--- src/rtl/hwpPkg.sv ---
`timescale 1ns/1ps
package hwpPkg;
  // Strobes from control to datapath
  typedef struct packed {
    logic capture;   // copy bus sample into the hold registers
  } hwpStrobe_t;
endpackage

--- src/rtl/hwpSync.sv ---
`timescale 1ns/1ps
module hwpSync #(
  parameter int W      = 1,
  parameter int STAGES = 2
) (
  input  logic         clk,
  input  logic [W-1:0] d,
  output logic [W-1:0] q
);
  logic [W-1:0] stage [STAGES];

  for (genvar i = 0; i < STAGES; i++) begin : g_stage
    if (i == 0) begin : g_first
      always_ff @(posedge clk) stage[0] <= d;
    end else begin : g_next
      always_ff @(posedge clk) stage[i] <= stage[i-1];
    end
  end

  assign q = stage[STAGES-1];
endmodule

--- src/rtl/hwpData.sv ---
`timescale 1ns/1ps
module hwpData
  import hwpPkg::*;
#(
  parameter int ADDR_W = 7,
  parameter int DATA_W = 16
) (
  input  logic              clk,
  input  logic              rst,
  input  hwpStrobe_t        strobe,
  input  logic [ADDR_W-1:0] addrSync,
  input  logic [DATA_W-1:0] dataSync,
  input  logic              selSync,
  output logic [ADDR_W-1:0] latAddr,
  output logic [DATA_W-1:0] latData,
  output logic              latSel
);
  always_ff @(posedge clk) begin
    if (rst) begin
      latAddr <= '0;
      latData <= '0;
      latSel  <= 1'b0;
    end else if (strobe.capture) begin
      latAddr <= addrSync;
      latData <= dataSync;
      latSel  <= selSync;
    end
  end

  AST_LATCH_HOLD: assert property (@(posedge clk) disable iff (rst)
    !strobe.capture |=> $stable({latAddr, latData, latSel}));
endmodule

--- src/rtl/hwpCtrl.sv ---
`timescale 1ns/1ps
module hwpCtrl
  import hwpPkg::*;
(
  input  logic       clk,
  input  logic       rst,
  input  logic       csSync,
  input  logic       wrSync,
  input  logic       latSel,
  input  logic       fifoFull,
  input  logic       ovfClear,
  output hwpStrobe_t strobe,
  output logic       regWrEn,
  output logic       fifoPush,
  output logic       fifoOverflow
);
  logic active, prevActive, inCycle;
  logic startEvt, endEvt, dropEvt;

  always_comb begin
    active         = ~csSync & ~wrSync;
    startEvt       = active & ~prevActive;
    endEvt         = ~active & prevActive & inCycle;
    dropEvt        = endEvt & latSel & fifoFull;
    strobe.capture = active;
  end

  always_ff @(posedge clk) begin
    if (rst) begin
      prevActive   <= 1'b1;   // treat bus as busy: a cycle open at release is not armed
      inCycle      <= 1'b0;
      regWrEn      <= 1'b0;
      fifoPush     <= 1'b0;
      fifoOverflow <= 1'b0;
    end else begin
      prevActive <= active;
      if (startEvt)     inCycle <= 1'b1;
      else if (!active) inCycle <= 1'b0;
      regWrEn  <= endEvt & ~latSel;
      fifoPush <= endEvt & latSel & ~fifoFull;
      if (dropEvt)       fifoOverflow <= 1'b1;
      else if (ovfClear) fifoOverflow <= 1'b0;
    end
  end

  AST_ONE_TARGET: assert property (@(posedge clk) disable iff (rst)
    $onehot0({regWrEn, fifoPush}));
  AST_REG_PULSE: assert property (@(posedge clk) disable iff (rst)
    regWrEn |=> !regWrEn);
  AST_PUSH_PULSE: assert property (@(posedge clk) disable iff (rst)
    fifoPush |=> !fifoPush);
  AST_NEEDS_CYCLE: assert property (@(posedge clk) disable iff (rst)
    (regWrEn || fifoPush) |-> $past(inCycle));
  AST_NO_PUSH_FULL: assert property (@(posedge clk) disable iff (rst)
    fifoPush |-> !$past(fifoFull));
  AST_OVF_STICKY: assert property (@(posedge clk) disable iff (rst)
    (fifoOverflow && !ovfClear) |=> fifoOverflow);
  AST_OVF_CLEAR: assert property (@(posedge clk) disable iff (rst)
    (ovfClear && !dropEvt) |=> !fifoOverflow);
endmodule

--- src/rtl/hostWritePort.sv ---
`timescale 1ns/1ps
module hostWritePort
  import hwpPkg::*;
#(
  parameter int ADDR_W      = 7,
  parameter int DATA_W      = 16,
  parameter int SYNC_STAGES = 2
) (
  input  logic              clk,
  input  logic              rst,
  input  logic              csN,
  input  logic              wrN,
  input  logic [ADDR_W-1:0] hostAddr,
  input  logic [DATA_W-1:0] hostData,
  input  logic              fifoSel,
  input  logic              fifoFull,
  input  logic              ovfClear,
  output logic              regWrEn,
  output logic [ADDR_W-1:0] regAddr,
  output logic [DATA_W-1:0] regWdata,
  output logic              fifoPush,
  output logic [DATA_W-1:0] fifoWdata,
  output logic              fifoOverflow
);
  localparam int BUS_W = ADDR_W + DATA_W + 3;

  logic [BUS_W-1:0]  busSync;
  logic              csSync, wrSync, selSync;
  logic [ADDR_W-1:0] addrSync, latAddr;
  logic [DATA_W-1:0] dataSync, latData;
  logic              latSel;
  hwpStrobe_t        strobe;

  hwpSync #(.W(BUS_W), .STAGES(SYNC_STAGES)) i_sync (
    .clk (clk),
    .d   ({csN, wrN, fifoSel, hostAddr, hostData}),
    .q   (busSync)
  );

  assign {csSync, wrSync, selSync, addrSync, dataSync} = busSync;

  hwpCtrl i_ctrl (
    .clk          (clk),
    .rst          (rst),
    .csSync       (csSync),
    .wrSync       (wrSync),
    .latSel       (latSel),
    .fifoFull     (fifoFull),
    .ovfClear     (ovfClear),
    .strobe       (strobe),
    .regWrEn      (regWrEn),
    .fifoPush     (fifoPush),
    .fifoOverflow (fifoOverflow)
  );

  hwpData #(.ADDR_W(ADDR_W), .DATA_W(DATA_W)) i_data (
    .clk      (clk),
    .rst      (rst),
    .strobe   (strobe),
    .addrSync (addrSync),
    .dataSync (dataSync),
    .selSync  (selSync),
    .latAddr  (latAddr),
    .latData  (latData),
    .latSel   (latSel)
  );

  assign regAddr   = latAddr;
  assign regWdata  = latData;
  assign fifoWdata = latData;
endmodule

--- config.mk ---
export PLATFORM = sky130hd
export DESIGN_NAME = hostWritePort
export DESIGN_NICKNAME = d
export VERILOG_FILES = /design/src/rtl/hwpPkg.sv /design/src/rtl/hwpSync.sv /design/src/rtl/hwpData.sv /design/src/rtl/hwpCtrl.sv /design/src/rtl/hostWritePort.sv
export SDC_FILE = /design/constraint.sdc
export NUM_CORES = 1
export LEC_CHECK = 0
export ABC_CLOCK_PERIOD_IN_PS = 1550
export CORE_MARGIN = 2
export CORE_UTILIZATION = 43
export DETAILED_ROUTE_END_ITERATION = 10
export HOLD_SLACK_MARGIN = 0.08
export PLACE_DENSITY_LB_ADDON = 0.15
export SETUP_SLACK_MARGIN = 0.1
export SYNTH_ARGS = -nofsm -noshare
export SYNTH_HDL_FRONTEND = slang
export SYNTH_SLANG_ARGS = --single-unit
--- constraint.sdc ---
create_clock -name clk -period 1.55 [get_ports clk]
set_clock_uncertainty 0.1 [all_clocks]
set_input_delay 0.155 -clock clk [delete_from_list [all_inputs] [get_ports clk]]
set_output_delay 0.155 -clock clk [all_outputs]
set_load 0.005 [all_outputs]
==> flow_metrics.env, run 1 <==
export IMPL_status="complete, no violations"
export IMPL_vias=1197
export IMPL_swShare_pct=20.4
export IMPL_synthesis_nets=167
export IMPL_htree_levels=3
export IMPL_cts_sinks=81
export IMPL_critical_path_buf_inv_count=1
export IMPL_root_buffer="clkbuf_8"
export IMPL_die_area_mm2=0.00542
export IMPL_switching_power_mw=0.787
export IMPL_period_share_pct=91.6
export IMPL_crit_slowest_cell="clkdlybuf4s50_1"
export IMPL_ys_types=16
export IMPL_avgSynthCellArea_um2=15.2
export IMPL_core_mm2=0.00469
export IMPL_synth_area_leaders="dfxtp_1 (78%), a22o_1 (10%), buf_4 (5.8%)"
export IMPL_drive_above_1_share_pct=22.2
export IMPL_finalCriticalPeriod_ns=1.42
export IMPL_dr_first_iter_drc_count=38
export IMPL_grt_total_usage_pct=14.0
export IMPL_power_share_combinational_pct=5.8
export IMPL_final_seq_area_mm2=0.00165
export IMPL_portBuffers=71
export IMPL_yosys_area_top_type_share_pct=77.8
export IMPL_via_per_inst=4.50
export IMPL_clock_power_share_pct=36.4
export IMPL_power_density_mw_per_mm2=1300
export IMPL_slew_headroom_pct=87.3
export IMPL_clk_latency_ns=0.34
export IMPL_cap_viol_max_count=0
export IMPL_cp_cell_sequence="clkdlybuf4s50_1"
export IMPL_max_stage_delay_ns=0.50
export IMPL_tightest_slew_ns=0.190
export IMPL_cp_top_family="buffers and inverters"
export IMPL_start_kind="flip-flop"
export IMPL_synth_seq_cells=81
export IMPL_firstDrtPassIters=3
export IMPL_synthesis_area_mm2=0.00208
export IMPL_seqPwrFrac_pct=57.7
export IMPL_worstSetupPathType="reg2out"
export IMPL_grt_pass1_wl_mm=5.35
export IMPL_first_global_vias=1226
export IMPL_p_leak_nw=1.51
export IMPL_drc_errors=0
export IMPL_fmax_mhz=704
export IMPL_clkSlewWorstSetupHoldPaths_ns=0.08
export IMPL_hpwl_mm=2.53
export IMPL_area_delta_synth_final_pct=43.1
export IMPL_setup_violations=0
export IMPL_post_drt_wl_per_cell_um=13.6
export IMPL_die_w_um=73.6
export IMPL_grt_overflow=0
export IMPL_critPathArrivalTime_ns=1.16
export IMPL_cp_required_ns=1.29
export IMPL_synth_warning_count=0
export IMPL_layout_common_cells="dfxtp_1 (61), clkdlybuf4s50_1 (33), dlygate4sd2_1 (26), a22o_1 (24), dfxtp_2 (20)"
export IMPL_die_y_um=73.6
export IMPL_hp_class="in2reg"
export IMPL_grt_start_max_net_pins=14
export IMPL_intPower_mw=3.08
export IMPL_pin_count=72
export IMPL_peakVddDrop_v=0.000708
export IMPL_seq_area_frac_synth_pct=77.8
export IMPL_synthCells=137
export IMPL_final_common_cell="dfxtp_1"
export IMPL_maxSlewViolCount=0
export IMPL_antenna_cells=0
export IMPL_cts_made_buffers=9
export IMPL_antenna_found_initial=0
export IMPL_start_util_pct=44.4
export IMPL_yosysTopAreaCell="dfxtp_1"
export IMPL_multi_input_area_um2=290
export IMPL_worst_setup_path_end_kind="output pin"
export IMPL_total_power_mw=3.86
export IMPL_fillers=358
export IMPL_hold_viol_final=0
export IMPL_drt_wl_total_mm=3.61
export IMPL_setup_tns_final_ns=0
export IMPL_cts_tree="yes"
export IMPL_rows=25
export IMPL_rsz0062_at_grt="false"
export IMPL_cts_hold_buffers=0
export IMPL_path_max_fanout=2
export IMPL_ant_nets=0
export IMPL_clockBufferDepth=2
export IMPL_nets=238
export IMPL_gp_congestion=0.671
-- state kept, by name (all words and copies together), names as in the netlist --
register and count:
i_ctrl.prevActive 1, i_sync.stage 52, i_data.latData 16, i_ctrl.fifoOverflow 1, i_data.latSel 1, i_data.latAddr 7, i_ctrl.fifoPush 1, i_ctrl.inCycle 1
i_ctrl.regWrEn 1
-- logic make-up after synthesis --
logic type / count (synthesis) / share of synthesized area (%)
and+or+nand+nor: 6 / 2.58
AOI/OAI and AO/OA: 27 / 11.4
buffers and inverters: 23 / 8.23
DFF: 81 / 77.8
-- metal layers --
metal	routed length [um]	GRT usage (%)
met4	75	10.3
met5	0	0
met2	1790	22.8
met3	237	4.80
met1	1510	14.8
-- repair_timing --
item / in CTS / in global routing
buffers inserted: 5 / 0
endpoints found under the setup margin: 40 / 12
resized for setup: 46 / 12
-- power by group through the flow --
stage	Clock (mW)	Sequential, mW	Combinational (mW)
after global placement	0	2.27	0.235
after detailed placement	0	2.28	0.241
final	1.41	2.23	0.225
after floorplan	0	2.27	0.0869
after CTS	1.46	2.23	0.231
after global routing	1.52	2.24	0.242
-- path summary, 6_finish.rpt --
kind	startpoint	endpoint	slack, ns	cells after the start
worst max-delay path	i_data.latData[12]$_SDFFE_PP0P_	regWdata[12]	0.13	1
worst min-delay path	hostAddr[3]	i_sync.stage[0][19]$_DFF_P_	0.15	1
worst max register to register	i_sync.stage[0][50]$_DFF_P_	i_data.latData[11]$_SDFFE_PP0P_	0.32	3
worst min register to register	i_sync.stage[0][1]$_DFF_P_	i_sync.stage[0][27]$_DFF_P_	0.23	0
-- synthesized netlist by cell type, drive strengths merged --
master  instances
and3            1
nand2           1
buf            21
a21boi          1
dfxtp          81
inv             2
nor3            2
a31o            1
nor3b           1
a22o           24
nor4b           1
o21ba           1
-- through the flow --
stage | hold slack [ns] | cell area (um^2) | util (%) | cells | setup slack, ns
after global routing | 0.142 | 2980 | 63.5 | 266 | 0.102
final | 0.150 | 2980 | 63.5 | 266 | 0.130
after floorplan | 0.0827 | 2080 | - | 137 | 0.371
after detailed placement | 0.212 | 2740 | 58.3 | 246 | 0.0550
after global placement | 0.210 | 2740 | 58.3 | 246 | 0.100
after CTS | 0.127 | 2950 | 62.9 | 266 | 0.0560
-- cell type report --
cell class,instances,share of cell area (%)
clock buffers,10,4.28
clock inverters,5,1.93
inverters,2,0.252
multi-input cells,33,9.74
flip-flops and latches,81,55.2
well taps,54,2.27
repair buffers,81,26.3
(Power assumes the default switching activity.)
==> run 2: changes to the inputs <==
Settings changed: CORE_ASPECT_RATIO set to 0.6.
==> run 2 against run 1 <==
Utilization rose by 2.3 points. Clock power rose by 19%. Global-route usage fell by 0.76 points.
==> flow_metrics.env, run 2 (synthesized netlist as in run 1, its figures left out) <==
export IMPL_drt_wl_total_mm=3.31
export IMPL_worstSetupPathType="reg2out"
export IMPL_reg_top3="i_sync.stage (52), i_data.latData (16), i_data.latAddr (7)"
export IMPL_stdcell_area_mm2=0.00304
export IMPL_cp_required_ns=1.29
export IMPL_antenna_found_initial=0
export IMPL_power_density_mw_per_mm2=1360
export IMPL_cts_hold_buffers=0
export IMPL_pre_cts_ws_ns=0.0101
export IMPL_core_mm2=0.00461
export IMPL_hpwl_mm=2.28
export IMPL_grt_pass1_wl_mm=5.13
export IMPL_largest_reg_flops=52
export IMPL_setup_tns_final_ns=0
export IMPL_clockBufferDepth=2
export IMPL_slew_headroom_pct=83.8
export IMPL_die_area_mm2=0.00544
export IMPL_hold_viol_final=0
export IMPL_rows=19
export IMPL_htree_levels=3
export IMPL_critPathArrivalTime_ns=1.16
export IMPL_cap_viol_max_count=0
export IMPL_portBuffers=71
export IMPL_period_share_pct=91.1
export IMPL_ant_nets=0
export IMPL_cts_tree="yes"
export IMPL_area_delta_synth_final_pct=45.8
export IMPL_vias=1175
export IMPL_finalNonFillerCells=269
export IMPL_die_w_um=93.9
export IMPL_cts_sinks=81
export IMPL_grt_total_usage_pct=13.2
export IMPL_drive_above_1_share_pct=20.4
export IMPL_maxSlewViolCount=0
export IMPL_fmax_mhz=708
export IMPL_firstDrtPassIters=3
export IMPL_placed_area_mm2=0.00275
export IMPL_first_global_vias=1116
export IMPL_fin_ws_ns=0.138
export IMPL_hp_class="in2reg"
export IMPL_cts_made_buffers=9
export IMPL_clk_latency_ns=0.33
export IMPL_finalCriticalPeriod_ns=1.41
export IMPL_grt_start_max_net_pins=13
export IMPL_post_drt_wl_per_cell_um=12.3
export IMPL_via_per_inst=4.37
export IMPL_layout_common_cells="dfxtp_1 (61), clkdlybuf4s50_1 (33), a22o_1 (24), dlymetal6s2s_1 (23), dfxtp_2 (20)"
export IMPL_path_depth=1
export IMPL_cp_cell_sequence="clkdlybuf4s50_1"
export IMPL_nets=234
export IMPL_status="complete, no violations"
export IMPL_start_kind="flip-flop"
export IMPL_grt_overflow=0
export IMPL_path_max_fanout=3
export IMPL_setup_violations=0
export IMPL_worst_setup_path_end_kind="output pin"
export IMPL_final_common_cell="dfxtp_1"
export IMPL_drc_errors=0
export IMPL_peakVddDrop_v=0.000828
export IMPL_root_buffer="clkbuf_8"
export IMPL_critical_path_buf_inv_count=1
export IMPL_top_register="i_sync.stage"
export IMPL_die_y_um=57.9
export IMPL_place_inst=255
export IMPL_max_stage_delay_ns=0.49
export IMPL_crit_slowest_cell="clkdlybuf4s50_1"
export IMPL_min_path_cells=1
export IMPL_clkSlewWorstSetupHoldPaths_ns=0.07
export IMPL_antenna_cells=0
export IMPL_rsz0062_at_grt="true"
export IMPL_p_leak_nw=1.65
export IMPL_fillers=357
export IMPL_dr_first_iter_drc_count=10
export IMPL_ff2ff_path_depth=3
export IMPL_cp_top_family="buffers and inverters"
export IMPL_tightest_slew_ns=0.244
export IMPL_gp_congestion=0.627
export IMPL_start_util_pct=45.2
export IMPL_pin_count=72
[run 2: stage by stage]
| stage | total power [mW] | util [%] | hold slack [ns] |
|---|---|---|---|
| finish | 4.13 | 65.8 | 0.159 |
| floorplan | 2.36 | - | 0.0827 |
| global placement | 2.51 | 59.5 | 0.211 |
| CTS | 4.18 | 64.4 | 0.139 |
| global route | 4.29 | 65.8 | 0.132 |
| detailed placement | 2.52 | 59.5 | 0.212 |
[run 2: worst paths after layout]
check | startpoint | end | slack (ns)
setup reg to reg | i_sync.stage[0][50]$_DFF_P_ | i_data.latData[3]$_SDFFE_PP0P_ | 0.28
hold reg to reg | i_sync.stage[0][13]$_DFF_P_ | i_sync.stage[0][39]$_DFF_P_ | 0.23
setup / recovery | i_data.latData[14]$_SDFFE_PP0P_ | regWdata[14] | 0.14
hold / removal | hostData[12] | i_sync.stage[0][12]$_DFF_P_ | 0.16
[run 2: cell type report]
| class | count | area, um^2 | share of cell area (%) |
|---|---|---|---|
| inverters | 2 | 7.51 | 0.247 |
| repair buffers | 77 | 795 | 26.2 |
| flip-flops and latches | 81 | 1650 | 54.2 |
| multi-input cells | 33 | 290 | 9.56 |
| well taps | 63 | 78.8 | 2.60 |
| clock buffers | 9 | 124 | 4.08 |
| clock inverters | 4 | 95.1 | 3.13 |
[run 2: power breakdown]
part	internal (mW)	total, mW	switching, mW
clock	1.04	1.68	0.642
sequential	2.19	2.23	0.0394
combinational	0.154	0.220	0.0661
[run 2: metal layers]
layer	GRT usage [%]	routed length [um]	part of all wire, %
met1	14.8	1460	44
met5	0	0	0
met4	6.21	37	1.1
met2	19.7	1520	46
met3	8.71	282	8.5
[run 2: repair_timing]
item / in CTS / in global routing
setup endpoints to repair: 38 / 25
gates resized for setup: 35 / 23
setup buffers: 0 / 1
